$ cat src/rtl/frac_baud_pkg.sv
package frac_baud_pkg;
  typedef enum logic [1:0] {
    SRC_SYS = 2'd0,
    SRC_PRE = 2'd1,
    SRC_RSV = 2'd2,
    SRC_EXT = 2'd3
  } src_e;
endpackage

$ cat src/rtl/baud_src_sel.sv
module baud_src_sel
  import frac_baud_pkg::*;
#(
  parameter int PRESC_DIV = 8
) (
  input  logic       clk_i,
  input  logic       rst_ni,
  input  logic       ext_sck_i,
  input  logic [1:0] src_sel_i,
  output logic       tick_o,
  output logic       ext_lvl_o
);
  localparam int PW = (PRESC_DIV > 2) ? $clog2(PRESC_DIV) : 1;

  logic [PW-1:0] pcnt_q;
  logic          pre_tick_q;
  logic [2:0]    sync_q;

  always_ff @(posedge clk_i or negedge rst_ni) begin
    if (!rst_ni) begin
      pcnt_q     <= '0;
      pre_tick_q <= 1'b0;
    end else begin
      pre_tick_q <= (pcnt_q == PW'(PRESC_DIV - 1));
      pcnt_q     <= (pcnt_q == PW'(PRESC_DIV - 1)) ? '0 : pcnt_q + 1'b1;
    end
  end

  // two-flop synchroniser plus edge history
  always_ff @(posedge clk_i or negedge rst_ni) begin
    if (!rst_ni) sync_q <= '0;
    else         sync_q <= {sync_q[1:0], ext_sck_i};
  end

  assign ext_lvl_o = sync_q[1];

  always_comb begin
    unique case (src_e'(src_sel_i))
      SRC_SYS: tick_o = 1'b1;
      SRC_PRE: tick_o = pre_tick_q;
      SRC_EXT: tick_o = sync_q[1] & ~sync_q[2];
      default: tick_o = 1'b0;
    endcase
  end


  presc_spacing_chk: assert property (@(posedge clk_i) disable iff (!rst_ni)
    pre_tick_q |=> !pre_tick_q);
endmodule

$ cat src/rtl/baud_frac_div.sv
module baud_frac_div #(
  parameter int CD_W = 16,
  parameter int FP_W = 3
) (
  input  logic            clk_i,
  input  logic            rst_ni,
  input  logic            tick_i,
  input  logic            bypass_i,
  input  logic            frac_en_i,
  input  logic [CD_W-1:0] cd_i,
  input  logic [FP_W-1:0] fp_i,
  output logic            term_o,
  output logic [CD_W-1:0] cnt_next_o
);
  localparam int PER_W = CD_W + 1;

  logic [CD_W-1:0] cnt_q;
  logic [FP_W-1:0] acc_q;
  logic            stretch_q;
  logic [PER_W-1:0] per;
  logic [FP_W:0]   sum;
  logic            stop;

  assign stop = (cd_i == '0) && !bypass_i;
  assign per  = {1'b0, cd_i} + PER_W'(stretch_q);
  assign sum  = {1'b0, acc_q} + {1'b0, fp_i};

  assign term_o = tick_i && !stop &&
                  (bypass_i || ({1'b0, cnt_q} + PER_W'(1) >= per));

  always_comb begin
    if (stop || bypass_i || term_o) cnt_next_o = '0;
    else if (tick_i)                cnt_next_o = cnt_q + 1'b1;
    else                            cnt_next_o = cnt_q;
  end

  always_ff @(posedge clk_i or negedge rst_ni) begin
    if (!rst_ni) begin
      cnt_q     <= '0;
      acc_q     <= '0;
      stretch_q <= 1'b0;
    end else begin
      cnt_q <= cnt_next_o;
      if (!frac_en_i) begin
        acc_q     <= '0;
        stretch_q <= 1'b0;
      end else if (term_o) begin
        acc_q     <= sum[FP_W-1:0];
        stretch_q <= sum[FP_W];
      end
    end
  end


  no_stretch_small_chk: assert property (@(posedge clk_i) disable iff (!rst_ni)
    (!$past(frac_en_i)) |-> !stretch_q);

  cnt_restart_chk: assert property (@(posedge clk_i) disable iff (!rst_ni)
    term_o |=> (cnt_q == '0));
endmodule

$ cat src/rtl/baud_sck_out.sv
module baud_sck_out #(
  parameter int CD_W = 16
) (
  input  logic            clk_i,
  input  logic            rst_ni,
  input  logic            en_i,
  input  logic            ext_i,
  input  logic            fix_i,
  input  logic            ext_lvl_i,
  input  logic [CD_W-1:0] cd_i,
  input  logic [CD_W-1:0] cnt_next_i,
  output logic            sck_o
);
  logic [CD_W-1:0] half;
  logic            sck_q;
  logic            ext_q;
  logic            neg_q;

  assign half = cd_i >> 1;

  always_ff @(posedge clk_i or negedge rst_ni) begin
    if (!rst_ni) begin
      sck_q <= 1'b0;
      ext_q <= 1'b0;
    end else begin
      sck_q <= en_i && (ext_i ? ext_lvl_i : (cnt_next_i < half));
      // half-cycle extension for odd divisors on the system clock
      ext_q <= en_i && !ext_i && fix_i && (half != '0) && (cnt_next_i == half);
    end
  end

  always_ff @(negedge clk_i or negedge rst_ni) begin
    if (!rst_ni) neg_q <= 1'b0;
    else         neg_q <= ext_q;
  end

  assign sck_o = sck_q | (ext_q & ~neg_q);


  sck_idle_chk: assert property (@(posedge clk_i) disable iff (!rst_ni)
    (!$past(en_i)) |-> !(sck_q || ext_q));
endmodule

$ cat src/rtl/frac_baud_gen.sv
module frac_baud_gen
  import frac_baud_pkg::*;
#(
  parameter int CD_W      = 16,
  parameter int FP_W      = 3,
  parameter int PRESC_DIV = 8
) (
  input  logic            clk_i,
  input  logic            rst_ni,
  input  logic            ext_sck_i,
  input  logic [1:0]      src_sel_i,
  input  logic            sync_mode_i,
  input  logic            over_i,
  input  logic [CD_W-1:0] cd_i,
  input  logic [FP_W-1:0] fp_i,
  output logic            baud_en_o,
  output logic            samp_en_o,
  output logic            sck_o
);
  localparam int OVR_W = 4;
  localparam logic [OVR_W-1:0] LAST16 = OVR_W'(15);
  localparam logic [OVR_W-1:0] LAST8  = OVR_W'(7);

  logic tick, ext_lvl, term;
  logic [CD_W-1:0] cnt_next;
  logic is_ext, is_sys, bypass, frac_en, sck_en;
  logic [OVR_W-1:0] ovr_q, last;
  logic samp_q, baud_q;

  assign is_ext  = (src_e'(src_sel_i) == SRC_EXT);
  assign is_sys  = (src_e'(src_sel_i) == SRC_SYS);
  assign bypass  = sync_mode_i && is_ext;
  assign frac_en = !sync_mode_i && (cd_i > CD_W'(1));
  assign sck_en  = sync_mode_i && (src_e'(src_sel_i) != SRC_RSV);
  assign last    = over_i ? LAST8 : LAST16;

  baud_src_sel #(.PRESC_DIV(PRESC_DIV)) u_src (
    .clk_i, .rst_ni, .ext_sck_i, .src_sel_i,
    .tick_o(tick), .ext_lvl_o(ext_lvl)
  );

  baud_frac_div #(.CD_W(CD_W), .FP_W(FP_W)) u_div (
    .clk_i, .rst_ni, .tick_i(tick), .bypass_i(bypass), .frac_en_i(frac_en),
    .cd_i, .fp_i, .term_o(term), .cnt_next_o(cnt_next)
  );

  baud_sck_out #(.CD_W(CD_W)) u_sck (
    .clk_i, .rst_ni, .en_i(sck_en), .ext_i(is_ext), .fix_i(is_sys && cd_i[0]),
    .ext_lvl_i(ext_lvl), .cd_i, .cnt_next_i(cnt_next), .sck_o
  );

  always_ff @(posedge clk_i or negedge rst_ni) begin
    if (!rst_ni) begin
      ovr_q  <= '0;
      samp_q <= 1'b0;
      baud_q <= 1'b0;
    end else begin
      samp_q <= term;
      baud_q <= term && (sync_mode_i || ovr_q >= last);
      if (term && !sync_mode_i) ovr_q <= (ovr_q >= last) ? '0 : ovr_q + 1'b1;
    end
  end

  assign samp_en_o = samp_q;
  assign baud_en_o = baud_q;


  baud_on_samp_chk: assert property (@(posedge clk_i) disable iff (!rst_ni)
    baud_en_o |-> samp_en_o);

  rsv_silent_chk: assert property (@(posedge clk_i) disable iff (!rst_ni)
    ($past(src_sel_i) == 2'd2) |-> !samp_en_o);

  reset_quiet_chk: assert property (@(posedge clk_i)
    !rst_ni |-> !(baud_en_o || samp_en_o || sck_o));
endmodule

$ cat config.mk
export PLATFORM = sky130hd
export DESIGN_NAME = frac_baud_gen
export DESIGN_NICKNAME = d
export VERILOG_FILES = /design/src/rtl/frac_baud_pkg.sv /design/src/rtl/baud_src_sel.sv /design/src/rtl/baud_frac_div.sv /design/src/rtl/baud_sck_out.sv /design/src/rtl/frac_baud_gen.sv
export SDC_FILE = /design/constraint.sdc
export NUM_CORES = 1
export LEC_CHECK = 0
export ABC_AREA = 1
export BUFFER_PORTS_ARGS = -buffer_cell sky130_fd_sc_hd__buf_2
export CORE_UTILIZATION = 60
export CTS_BUF_LIST = sky130_fd_sc_hd__clkbuf_4
export DETAILED_ROUTE_END_ITERATION = 12
export GPL_TIMING_DRIVEN = 0
export PLACE_DENSITY = 0.84
export SLEW_MARGIN = 10
export SYNTH_ARGS = -nofsm -noshare
export SYNTH_HDL_FRONTEND = slang
export SYNTH_HIERARCHICAL = 1
export SYNTH_SLANG_ARGS = --single-unit
export TNS_END_PERCENT = 1
$ cat constraint.sdc
create_clock -name clk_i -period 8.4 [get_ports clk_i]
set_input_delay 0 -clock clk_i [delete_from_list [all_inputs] [get_ports clk_i]]
set_output_delay 0 -clock clk_i [all_outputs]
set_load 0.01 [all_outputs]
# After elaboration in Yosys (flattened, before gate mapping)
# Cells that the tools add are included.
[word_totals] output_inout_bits=3 input_bits=26 wordCells=69 register_bits=36
[classes] n_reduce_logical=25 order_cmp=4 addsub=6 eq_ne=6 bitwise=5 n_mux=11
[op_table] operator="2-to-1 mux 16 bit" n=2
[op_table] operator="adder 16 x 1 -> 17 bit" n=1
[op_table] operator="adder 16 x 1 -> 17 bit, second input constant" n=1
[op_table] operator="greater-or-equal comparator 17 bit" n=1
[op_table] operator="adder 16 x 1 -> 16 bit, second input constant" n=1
[op_table] operator="equality test 16 x 15 -> 1 bit" n=1
[op_table] operator="> comparator 16 x 1 -> 1 bit, second input constant" n=1
[op_table] operator="logical NOT 16 bit" n=1
[op_table] operator="less-than comparator 16 x 15 -> 1 bit" n=1
[op_table] operator="nonzero test 16 bit" n=1
[op_table] operator="logical AND 1 bit" n=14
[op_table] operator="2-to-1 mux 3 bit" n=3
[op_table] operator="2-to-1 mux 4 bit" n=2
[op_table] operator="adder 3 x 3 -> 4 bit" n=1
[op_table] operator="adder 4 x 1 -> 4 bit, second input constant" n=1
[op_table] operator="greater-or-equal comparator 4 bit" n=1
[op_table] operator="logical NOT 1 bit" n=4
[op_table] operator="logical OR 1 bit" n=4
[op_table] operator="inequality test 2 bit, second input constant" n=2
[op_table] operator="adder 3 x 1 -> 3 bit, second input constant" n=1
[op_table] operator="equality test 3 bit, second input constant" n=1
[op_table] operator="2-to-1 mux 1 bit" n=3
[op_table] operator="one-hot mux 1 bit (3 select lines)" n=1
[op_table] operator="bitwise AND 1 bit" n=2
[op_table] operator="5 further kinds" n=6

# Depth between registers and ports, before layout
# Gate-level depths: netlist of the first run.
[depth] ltp_word=12 ltp_mapped=30 ltp_nobuf=29

# By module
# The synthesis of the first run kept the hierarchy.
[modules_own_cells] mod="baud_frac_div" area_per_inst_um2=2381.0 cells_per_inst=334 instances=1 seq_area_each_um2=500.5
[modules_own_cells] mod="baud_sck_out" area_per_inst_um2=598.1 cells_per_inst=92 instances=1 seq_area_each_um2=75.1
[modules_own_cells] mod="frac_baud_gen" area_per_inst_um2=386.6 cells_per_inst=57 instances=1 seq_area_each_um2=150.1
[modules_own_cells] mod="baud_src_sel" area_per_inst_um2=240.2 cells_per_inst=19 instances=1 seq_area_each_um2=175.2

==> results of run 1 <==
## metal layers
| layer | GRT usage [%] | vias to the layer above | part of all wire [%] | routed length [microns] |
|---|---|---|---|---|
| met1 | 38.3 | 1494 | 45 | 3770 |
| met4 | 9.09 | 0 | 2.3 | 188 |
| met3 | 3.20 | 17 | 4.4 | 368 |
| li1 | - | 1663 | - | - |
| met2 | 49.2 | 94 | 48 | 3990 |
| met5 | 0 | - | 0 | 0 |
## per-stage QoR
| stage | hold slack [ns] | cells | instance area [sq um] |
|---|---|---|---|
| 2_1_floorplan | -0.296 | 502 | 3610 |
| 3_5_place_dp | 0.113 | 602 | 3840 |
| 3_3_place_gp | 0.109 | 602 | 3840 |
| 6_report | 0.0183 | 614 | 3960 |
| 5_1_grt | 0.0239 | 614 | 3960 |
| 4_1_cts | 0.00135 | 614 | 3960 |
## power groups by stage
stage | clock (mW) | combinational, mW | sequential [mW]
finish | 0.132 | 0.291 | 0.232
global route | 0.143 | 0.331 | 0.237
CTS | 0.136 | 0.288 | 0.231
detailed placement | 0 | 0.280 | 0.235
global placement | 0 | 0.269 | 0.233
floorplan | 0 | 0.213 | 0.229
## tightest hold or removal path, cell delays in order
cell and delay [ns]:
buf_2 0.08, ha_1 0.12, nand4_1 0.08, nand2_1 0.07
## how the worst min path moves through the flow
stage | slack, ns | endpoint | cells after the start
finish | 0.02 | u_div/acc_q[0]$_DFFE_PN0P_ | 4
global route | 0.02 | u_sck/sck_q$_DFF_PN0_ | 5
CTS | 0.001 | u_div/acc_q[0]$_DFFE_PN0P_ | 4
detailed placement | 0.11 | u_src/sync_q[0]$_DFF_PN0_ | 1
global placement | 0.11 | u_src/sync_q[0]$_DFF_PN0_ | 1
floorplan | -0.30 | baud_en_o$_DFF_PN0_ | 0
## cell usage in the layout (no fill, tap or decap), types with 2 or more instances in the layout
cell / count
buf_2: 29
nand3_2: 4
o21ai_0: 14
o21ai_2: 2
a21oi_1: 13
xor2_1: 16
nand2_4: 3
nand4_2: 4
o21bai_1: 3
dfrtp_1: 35
dlygate4sd3_1: 4
mux2i_1: 3
clkinv_1: 2
clkbuf_1: 2
ha_1: 42
nand4_1: 11
nand3_1: 24
a21oi_2: 3
xnor2_1: 5
nor2_1: 49
inv_2: 9
nor3_1: 3
nor4_1: 2
nand2_2: 8
nor2_2: 14
inv_1: 78
nand2_1: 123
nor2_4: 12
clkbuf_4: 5
or2_1: 4
## area by class of cell
class                   instances  share of cell area, %
multi-input cells             372                   58.9
flip-flops and latches         36                   22.7
inverters                      89                   8.44
repair buffers                 32                   4.55
well taps                      72                   2.27
clock inverters                 3                   1.17
plain buffers                   5                   1.01
clock buffers                   5                  0.948
## state kept, by name, summed over array words and instances, names as in the netlist
name	flops
u_sck/neg_q	1
u_sck/ext_q	1
u_div/cnt_q	16
u_sck/sck_q	1
samp_en_o	1
ovr_q	4
u_src/pcnt_q	3
u_src/sync_q	3
baud_en_o	1
u_src/pre_tick_q	1
u_div/acc_q	3
u_div/stretch_q	1
## cell families (layout without fill, tap and decap cells)
family | Yosys count | after routing | share of synthesized area (%)
simple gates | 265 | 265 | 36.6
mux | 3 | 3 | 0.833
buf+inv | 94 | 134 | 10.4
compound gates | 40 | 40 | 6.94
flops | 36 | 36 | 25.0
xor+xnor | 21 | 21 | 5.10
fa+ha+maj | 43 | 43 | 15.1
## repair_timing
| action | CTS | global route |
|---|---|---|
| hold buffers | 4 | 0 |
| endpoints found under the setup margin | 0 | 0 |
| resized for setup | 0 | 0 |
| endpoints found under the hold margin | 38 | 0 |
==> results.cfg, run 1 <==
[status]
status = completed

[yosys]
syn_nets = 571
syn_area_per_cell_sq_um = 7.18
synth_edf_count = 0
yosys-top-cells-area = dfrtp_1, ha_1, nand2_1, inv_1, nor2_1
yosysMostFrequentCell = nand2_1
yosysUniqueCellTypes = 41
synth_flop_cell = dfrtp_1
synth_top_cell_by_area = dfrtp_1
synth_top_area_share_pct = 24.3
syn_area_sq_um = 3610
synthArstFlopShare_pct = 100
ys_seq_area_share_pct = 25.0
ys_ff_latch = 36
synthCells = 502
yosysWarnings = 6
synthTopCellsByCount = nand2_1, inv_1, nor2_1, ha_1, dfrtp_1

[die]
start_util_pct = 63.9
core_sq_um = 5640
die-area_sq_um = 6320
rows = 27
ios = 29
chipWidth_microns = 79.5
die_h_microns = 79.5

[clock_tree]
cts_inserted_buffers = 5
cts_max_level = 2
cts_root_buffer = clkbuf_4
cts_setup_buffers = 0
cts_sinks = 36
cts_buffer_depth = 2
clkSlewWorstSetupHoldPaths_ns = 0.13
cts_tree = done
clock_latency_ns = 0.35

[routing]
routed_wl_microns = 8320
drc = 0
via_per_inst = 5.32
antenna_left = 0
drtPass1Iterations = 5
drtIter0Drc = 254
wire_per_inst_microns = 13.6
num_vias = 3268

[setup_path]
timing.rr.start = u_sck/ext_q$_DFF_PN0_
cp-start-kind = flip-flop
cp_slowest_cell = dfrtn_1
path_delay_family = flip-flops
path_cells = o21bai_1, buf_2
critPathKind = reg -> out
endpoint = sck_o
endpoint_kind = primary output
cp_slowest_stage_delay_ns = 0.40
required_ns = 8.40
cp.depth = 2
rrSetupSlack_ns = 3.64
arrival_ns = 5.14
cp_max_fo = 1
path_buf_inv = 1
ff2ff_path_depth = 0
startpoint = u_sck/neg_q$_DFF_NN0_
reg2reg_to = u_sck/neg_q$_DFF_NN0_

[final_layout]
area_growth_syn_to_layout_pct = 9.82
multi_input_area_sq_um = 2330
n_antenna_cell = 0
final_net_count = 610
ff_latch_area_sq_um = 901
fillerInstances = 462
drive_gt1_share_pct = 18.6
utilization_pct = 70.2

[global_route]
antenna_found_initial = 0
grt_start_max_net_pins = 37
grtUsageTotal_pct = 29.0
grt_pass1_vias = 3061
grt_pass1_wl_microns = 13900
overflow = 0

[flow_run]
maxCapViolCount = 0

[power]
finalPower_mw = 0.655
vdd_drop_max_mv = 0.137
cellPowerDensity_nw_per_um2 = 165
power.share.switching_pct = 42.3
p_leak_nw = 2.18
p_int_mw = 0.378
p_seq_share_pct = 35.4
p_clk_share_pct = 20.2
p_comb_share_pct = 44.4
p_switching_mw = 0.277

[timing]
tns_ns = 0
fin_ws_ns = 3.26
rsz0062_at_grt = false
clock_skew_ns = 0.0146
hold_viol_final = 0
slew_violations = 0
tightest_slew_ns = 0.846
setup_viol = 0
slew_headroom_pct = 43.6

[placed_design]
hpwl_microns = 6550
dp_slack_ns = 3.58
io_buffers = 28
routabilityCongestion = 0.910

[hold_path]
holdCritStartpoint = fp_i[0]
hold_class = in -> reg
(Power assumes the default switching activity.)
==> run 2, diff against run 1 <==
CORE_UTILIZATION = 57   (was 60)
PLACE_DENSITY = 0.83   (was 0.84)
clock period = 4.5 ns   (was 8.4 ns; I/O delays follow)
==> run 2 against run 1 <==
  * Clock skew rose by 0.0063 ns
  * Critical path depth rose by 27
  * Sequential power rose by 88%
  * Combinational power rose by 90%
  * First-iteration DRC count fell by 12%
  * Worst hold slack got worse by 0.00096 ns
  * Clock power rose by 47%
==> results.cfg, run 2 (synthesis gave the netlist of run 1 again) <==
[final_layout]
final_common_cell = nand2_1
final_cell_mix = nand2_1, inv_1, nor2_1
drive_gt1_share_pct = 20.1
reg.largest.list = u_div/cnt_q x16, ovr_q x4
final_net_count = 616
utilization_pct = 67.0
area_growth_syn_to_layout_pct = 11.9
top_register = u_div/cnt_q
n_antenna_cell = 0
largest_reg_flops = 16

[status]
status = completed

[die]
die_h_microns = 81.5
die-area_sq_um = 6650
rows = 28
core_sq_um = 6030
chipWidth_microns = 81.5
start_util_pct = 59.8
ios = 29

[routing]
via_per_inst = 5.37
drtPass1Iterations = 5
routed_wl_microns = 8700
antenna_left = 0
drc = 0
drtIter0Drc = 224
num_vias = 3346
wire_per_inst_microns = 14.0

[timing]
slew_headroom_pct = 44.2
tightest_slew_ns = 0.838
tns_ns = 0
clock_skew_ns = 0.0209
fin_crit_ns = 4.30
fin_crit_sh_pct = 95.6
fmax_mhz = 232
hold_viol_final = 0
slew_violations = 0
fin_ws_ns = 0.197
setup_viol = 0

[global_route]
grt_pass1_vias = 3184
grtUsageTotal_pct = 28.4
antenna_found_initial = 0
overflow = 0
grt_pass1_wl_microns = 14200
grt_start_max_net_pins = 37

[placed_design]
io_buffers = 28
hpwl_microns = 6730
routabilityCongestion = 0.921
dp_slack_ns = 0.193

[clock_tree]
cts_inserted_buffers = 5
cts_buffer_depth = 2
cts_max_level = 2
cts_sinks = 36
clkSlewWorstSetupHoldPaths_ns = 0.11
cts_root_buffer = clkbuf_4
clock_latency_ns = 0.35
cts_tree = done

[setup_path]
required_ns = 4.79
cp_max_fo = 6
cp_slowest_stage_delay_ns = 0.47
reg2reg_to = u_sck/sck_q$_DFF_PN0_
timing.rr.start = u_div/cnt_q[0]$_DFF_PN0_
endpoint_kind = flip-flop
critPathMostFrequentCell = nand2_1
cp-start-kind = flip-flop
cp_slowest_cell = dfrtp_1
ff2ff_path_depth = 29
rrSetupSlack_ns = 0.20
arrival_ns = 4.59
critPathKind = reg -> reg

[power]
p_leak_nw = 2.21
vdd_drop_max_mv = 0.278
cellPowerDensity_nw_per_um2 = 293
finalPower_mw = 1.18

[hold_path]
min_path_cells = 5
holdCritStartpoint = src_sel_i[0]
min_to = u_sck/sck_q$_DFF_PN0_
hold_class = in -> reg

[flow_run]
maxCapViolCount = 0
-- run 2: cell type report --
| cell class | count | area (sq um) |
|---|---|---|
| multi-input cells | 372 | 2370 |
| clock buffers | 7 | 52.6 |
| plain buffers | 5 | 40.0 |
| clock inverters | 1 | 8.76 |
| fillers | 529 | 1990 |
| inverters | 89 | 334 |
| well taps | 75 | 93.8 |
| flip-flops and latches | 36 | 901 |
| repair buffers | 38 | 233 |
-- run 2: what timing repair did --
item,CTS,global route
endpoints found under the hold margin,38,0
hold buffers,4,0
setup endpoints to repair,0,2
buffers inserted,0,6
resized for setup,0,8
-- run 2: through the flow --
stage,instance area [sq um],cells,hold slack [ns]
final,4040,623,0.0173
after global routing,4040,623,0.0291
after CTS,3940,617,0.00669
after detailed placement,3840,605,0.113
after global placement,3840,605,0.109
after floorplan,3610,502,-0.296
-- run 2: worst max-delay path, delay by kind of cell (launching register included) --
family	cells	cell delay, ns
simple gates	17	1.78
fa+ha+maj	3	0.76
compound gates	4	0.69
buf+inv	5	0.53
flops	1	0.47
-- run 2: power by group --
part	leakage [nW]	switching, mW	internal [mW]
logic	1.70	0.336	0.217
registers	0.467	0.0599	0.377
clock network	0.0363	0.119	0.0749
total	2.21	0.515	0.669
-- run 2: how the worst max path moves through the flow --
stage | start | endpoint | slack, ns | cells past startpoint
2_1_floorplan | u_div/stretch_q$_DFFE_PN0P_ | u_sck/sck_q$_DFF_PN0_ | 0.78 | 29
3_3_place_gp | u_div/stretch_q$_DFFE_PN0P_ | u_sck/sck_q$_DFF_PN0_ | 0.36 | 29
3_5_place_dp | u_div/stretch_q$_DFFE_PN0P_ | u_sck/sck_q$_DFF_PN0_ | 0.19 | 29
4_1_cts | u_div/stretch_q$_DFFE_PN0P_ | u_sck/sck_q$_DFF_PN0_ | 0.15 | 29
5_1_grt | u_div/stretch_q$_DFFE_PN0P_ | u_sck/sck_q$_DFF_PN0_ | -0.008 | 30
6_report | u_div/cnt_q[0]$_DFF_PN0_ | u_sck/sck_q$_DFF_PN0_ | 0.20 | 29
-- run 2: metal layers --
| layer | vias up | part of all wire [%] | global-route usage (%) |
|---|---|---|---|
| met5 | - | 0 | 0 |
| met4 | 0 | 2.4 | 10.5 |
| met3 | 21 | 4.3 | 4.00 |
| met2 | 105 | 51 | 51.4 |
| met1 | 1542 | 43 | 33.7 |
| li1 | 1678 | - | - |
==> run 3, diff against run 2 <==
PLACE_DENSITY = default   (was 0.83)
PLACE_DENSITY_LB_ADDON = 0.05   (was default)
==> run 3 against run 2 <==
  * First-iteration DRC count decreased by 26%
  * Clock power fell by 8%
  * Clock skew down 0.011 ns
  * Utilization grew 0.10 points
  * Sequential share of layout area about the same
  * Register-to-register slack better by 0.12 ns
  * Flip-flop and latch count did not move
==> results.cfg, run 3 (synthesis gave the netlist of run 1 again) <==
[status]
status = completed

[final_layout]
reg.largest.list = u_div/cnt_q x16, ovr_q x4
final_cell_mix = nand2_1, inv_1, nor2_1
top_register = u_div/cnt_q
final_common_cell = nand2_1
fillerInstances = 547
fin_area_sq_um = 4040
instances_no_fill = 625
final_net_count = 618
drive_gt1_share_pct = 20.0
n_antenna_cell = 0
multi_input_area_sq_um = 2360
area_growth_syn_to_layout_pct = 12.1
ff_latch_area_sq_um = 901
largest_reg_flops = 16

[setup_path]
cp-start-kind = flip-flop
ff2ff_path_depth = 28
arrival_ns = 4.48
reg2reg_to = u_sck/sck_q$_DFF_PN0_
timing.rr.start = u_div/cnt_q[0]$_DFF_PN0_
cp_slowest_cell = dfrtp_1
endpoint_kind = flip-flop
critPathMostFrequentCell = nand2_1
path_delay_family = simple AND/OR/NAND/NOR gates
critPathKind = reg -> reg
cp_max_fo = 7
rrSetupSlack_ns = 0.31
cp_slowest_stage_delay_ns = 0.46
path_buf_inv = 4
required_ns = 4.79

[timing]
setup_viol = 0
fmax_mhz = 239
fin_ws_ns = 0.314
slew_headroom_pct = 44.1
fin_crit_ns = 4.19
clock_skew_ns = 0.00951
tightest_slew_ns = 0.839
tns_ns = 0
whs_ns = 0.0185
hold_viol_final = 0
slew_violations = 0
fin_crit_sh_pct = 93.0

[die]
rows = 28
die_h_microns = 81.5
die-area_sq_um = 6650
core_sq_um = 6030
chipWidth_microns = 81.5
ios = 29
start_util_pct = 59.8

[placed_design]
io_buffers = 28
dpl_cell_area_sq_um = 3840
routabilityCongestion = 0.845
placed_cells = 605
hpwl_microns = 6690
dp_slack_ns = 0.271

[power]
p_comb_share_pct = 47.2
p_switching_mw = 0.505
p_int_mw = 0.660
vdd_drop_max_mv = 0.226
power.share.switching_pct = 43.3
p_seq_share_pct = 37.4
p_clk_share_pct = 15.4
cellPowerDensity_nw_per_um2 = 288
p_leak_nw = 2.22

[clock_tree]
cts_inserted_buffers = 5
cts_sinks = 36
clock_latency_ns = 0.34
cts_root_buffer = clkbuf_4
clkSlewWorstSetupHoldPaths_ns = 0.11
cts_buffer_depth = 2
cts_tree = done
cts_max_level = 2

[global_route]
grt_pass1_wl_microns = 13500
grt_pass1_vias = 2931
grtUsageTotal_pct = 27.4
overflow = 0
grt_start_max_net_pins = 37
antenna_found_initial = 0

[hold_path]
min_to = u_sck/sck_q$_DFF_PN0_
hold_class = in -> reg
holdCritStartpoint = src_sel_i[0]
min_path_cells = 5

[routing]
wire_per_inst_microns = 13.3
drtIter0Drc = 166
drtPass1Iterations = 4
num_vias = 3159
via_per_inst = 5.05
routed_wl_microns = 8300
antenna_left = 0
drc = 0

[flow_run]
maxCapViolCount = 0
-- run 3: layer usage --
layer / wire length, microns / up-vias / track usage [%]
li1: - / 1681 / -
met1: 3790 / 1433 / 33.7
met2: 4150 / 32 / 48.7
met3: 231 / 13 / 4.56
met4: 124 / 0 / 7.86
met5: 0 / - / 0
-- run 3: how the worst max path moves through the flow --
stage                           startpoint                    end  slack (ns)  depth (start not counted)
5_1_grt        u_div/stretch_q$_DFFE_PN0P_  u_sck/sck_q$_DFF_PN0_       -0.04                         29
2_1_floorplan  u_div/stretch_q$_DFFE_PN0P_  u_sck/sck_q$_DFF_PN0_        0.78                         29
4_1_cts        u_div/stretch_q$_DFFE_PN0P_  u_sck/sck_q$_DFF_PN0_        0.25                         29
3_5_place_dp   u_div/stretch_q$_DFFE_PN0P_  u_sck/sck_q$_DFF_PN0_        0.27                         29
6_report          u_div/cnt_q[0]$_DFF_PN0_  u_sck/sck_q$_DFF_PN0_        0.31                         28
3_3_place_gp   u_div/stretch_q$_DFFE_PN0P_  u_sck/sck_q$_DFF_PN0_        0.35                         29
-- run 3: repair_timing --
item                                   4_1_cts  5_1_grt
gates resized for setup                      0        4
hold buffers                                 4        0
buffers inserted                             0        7
setup endpoints to repair                    0        2
endpoints found under the hold margin       38        0
-- run 3: layout make-up --
class	count	area share, %
buffer	5	0.990
clock buffer	6	1.11
clock inverter	2	0.279
inverter	89	8.26
multi-input combinational	372	58.4
sequential	36	22.3
tap	75	2.32
timing repair buffer	40	6.38
-- run 3: worst min-delay path, cell delays in order --
cell and delay [ns]:
buf_2 0.13, inv_1 0.05, a21oi_1 0.05, inv_1 0.08, a21oi_2 0.03
-- run 3: stage by stage --
step	util [%]	total power, mW
floorplan	-	0.825
global placement	63.7	0.956
detailed placement	63.7	0.976
CTS	65.3	1.16
global route	67.1	1.26
finish	67.1	1.16
-- run 3: power by group through the flow --
stage | clock (mW) | sequential (mW) | combinational (mW)
6_report | 0.179 | 0.435 | 0.550
5_1_grt | 0.200 | 0.442 | 0.622
4_1_cts | 0.187 | 0.434 | 0.541
3_5_place_dp | 0 | 0.441 | 0.535
3_3_place_gp | 0 | 0.438 | 0.517
2_1_floorplan | 0 | 0.427 | 0.398
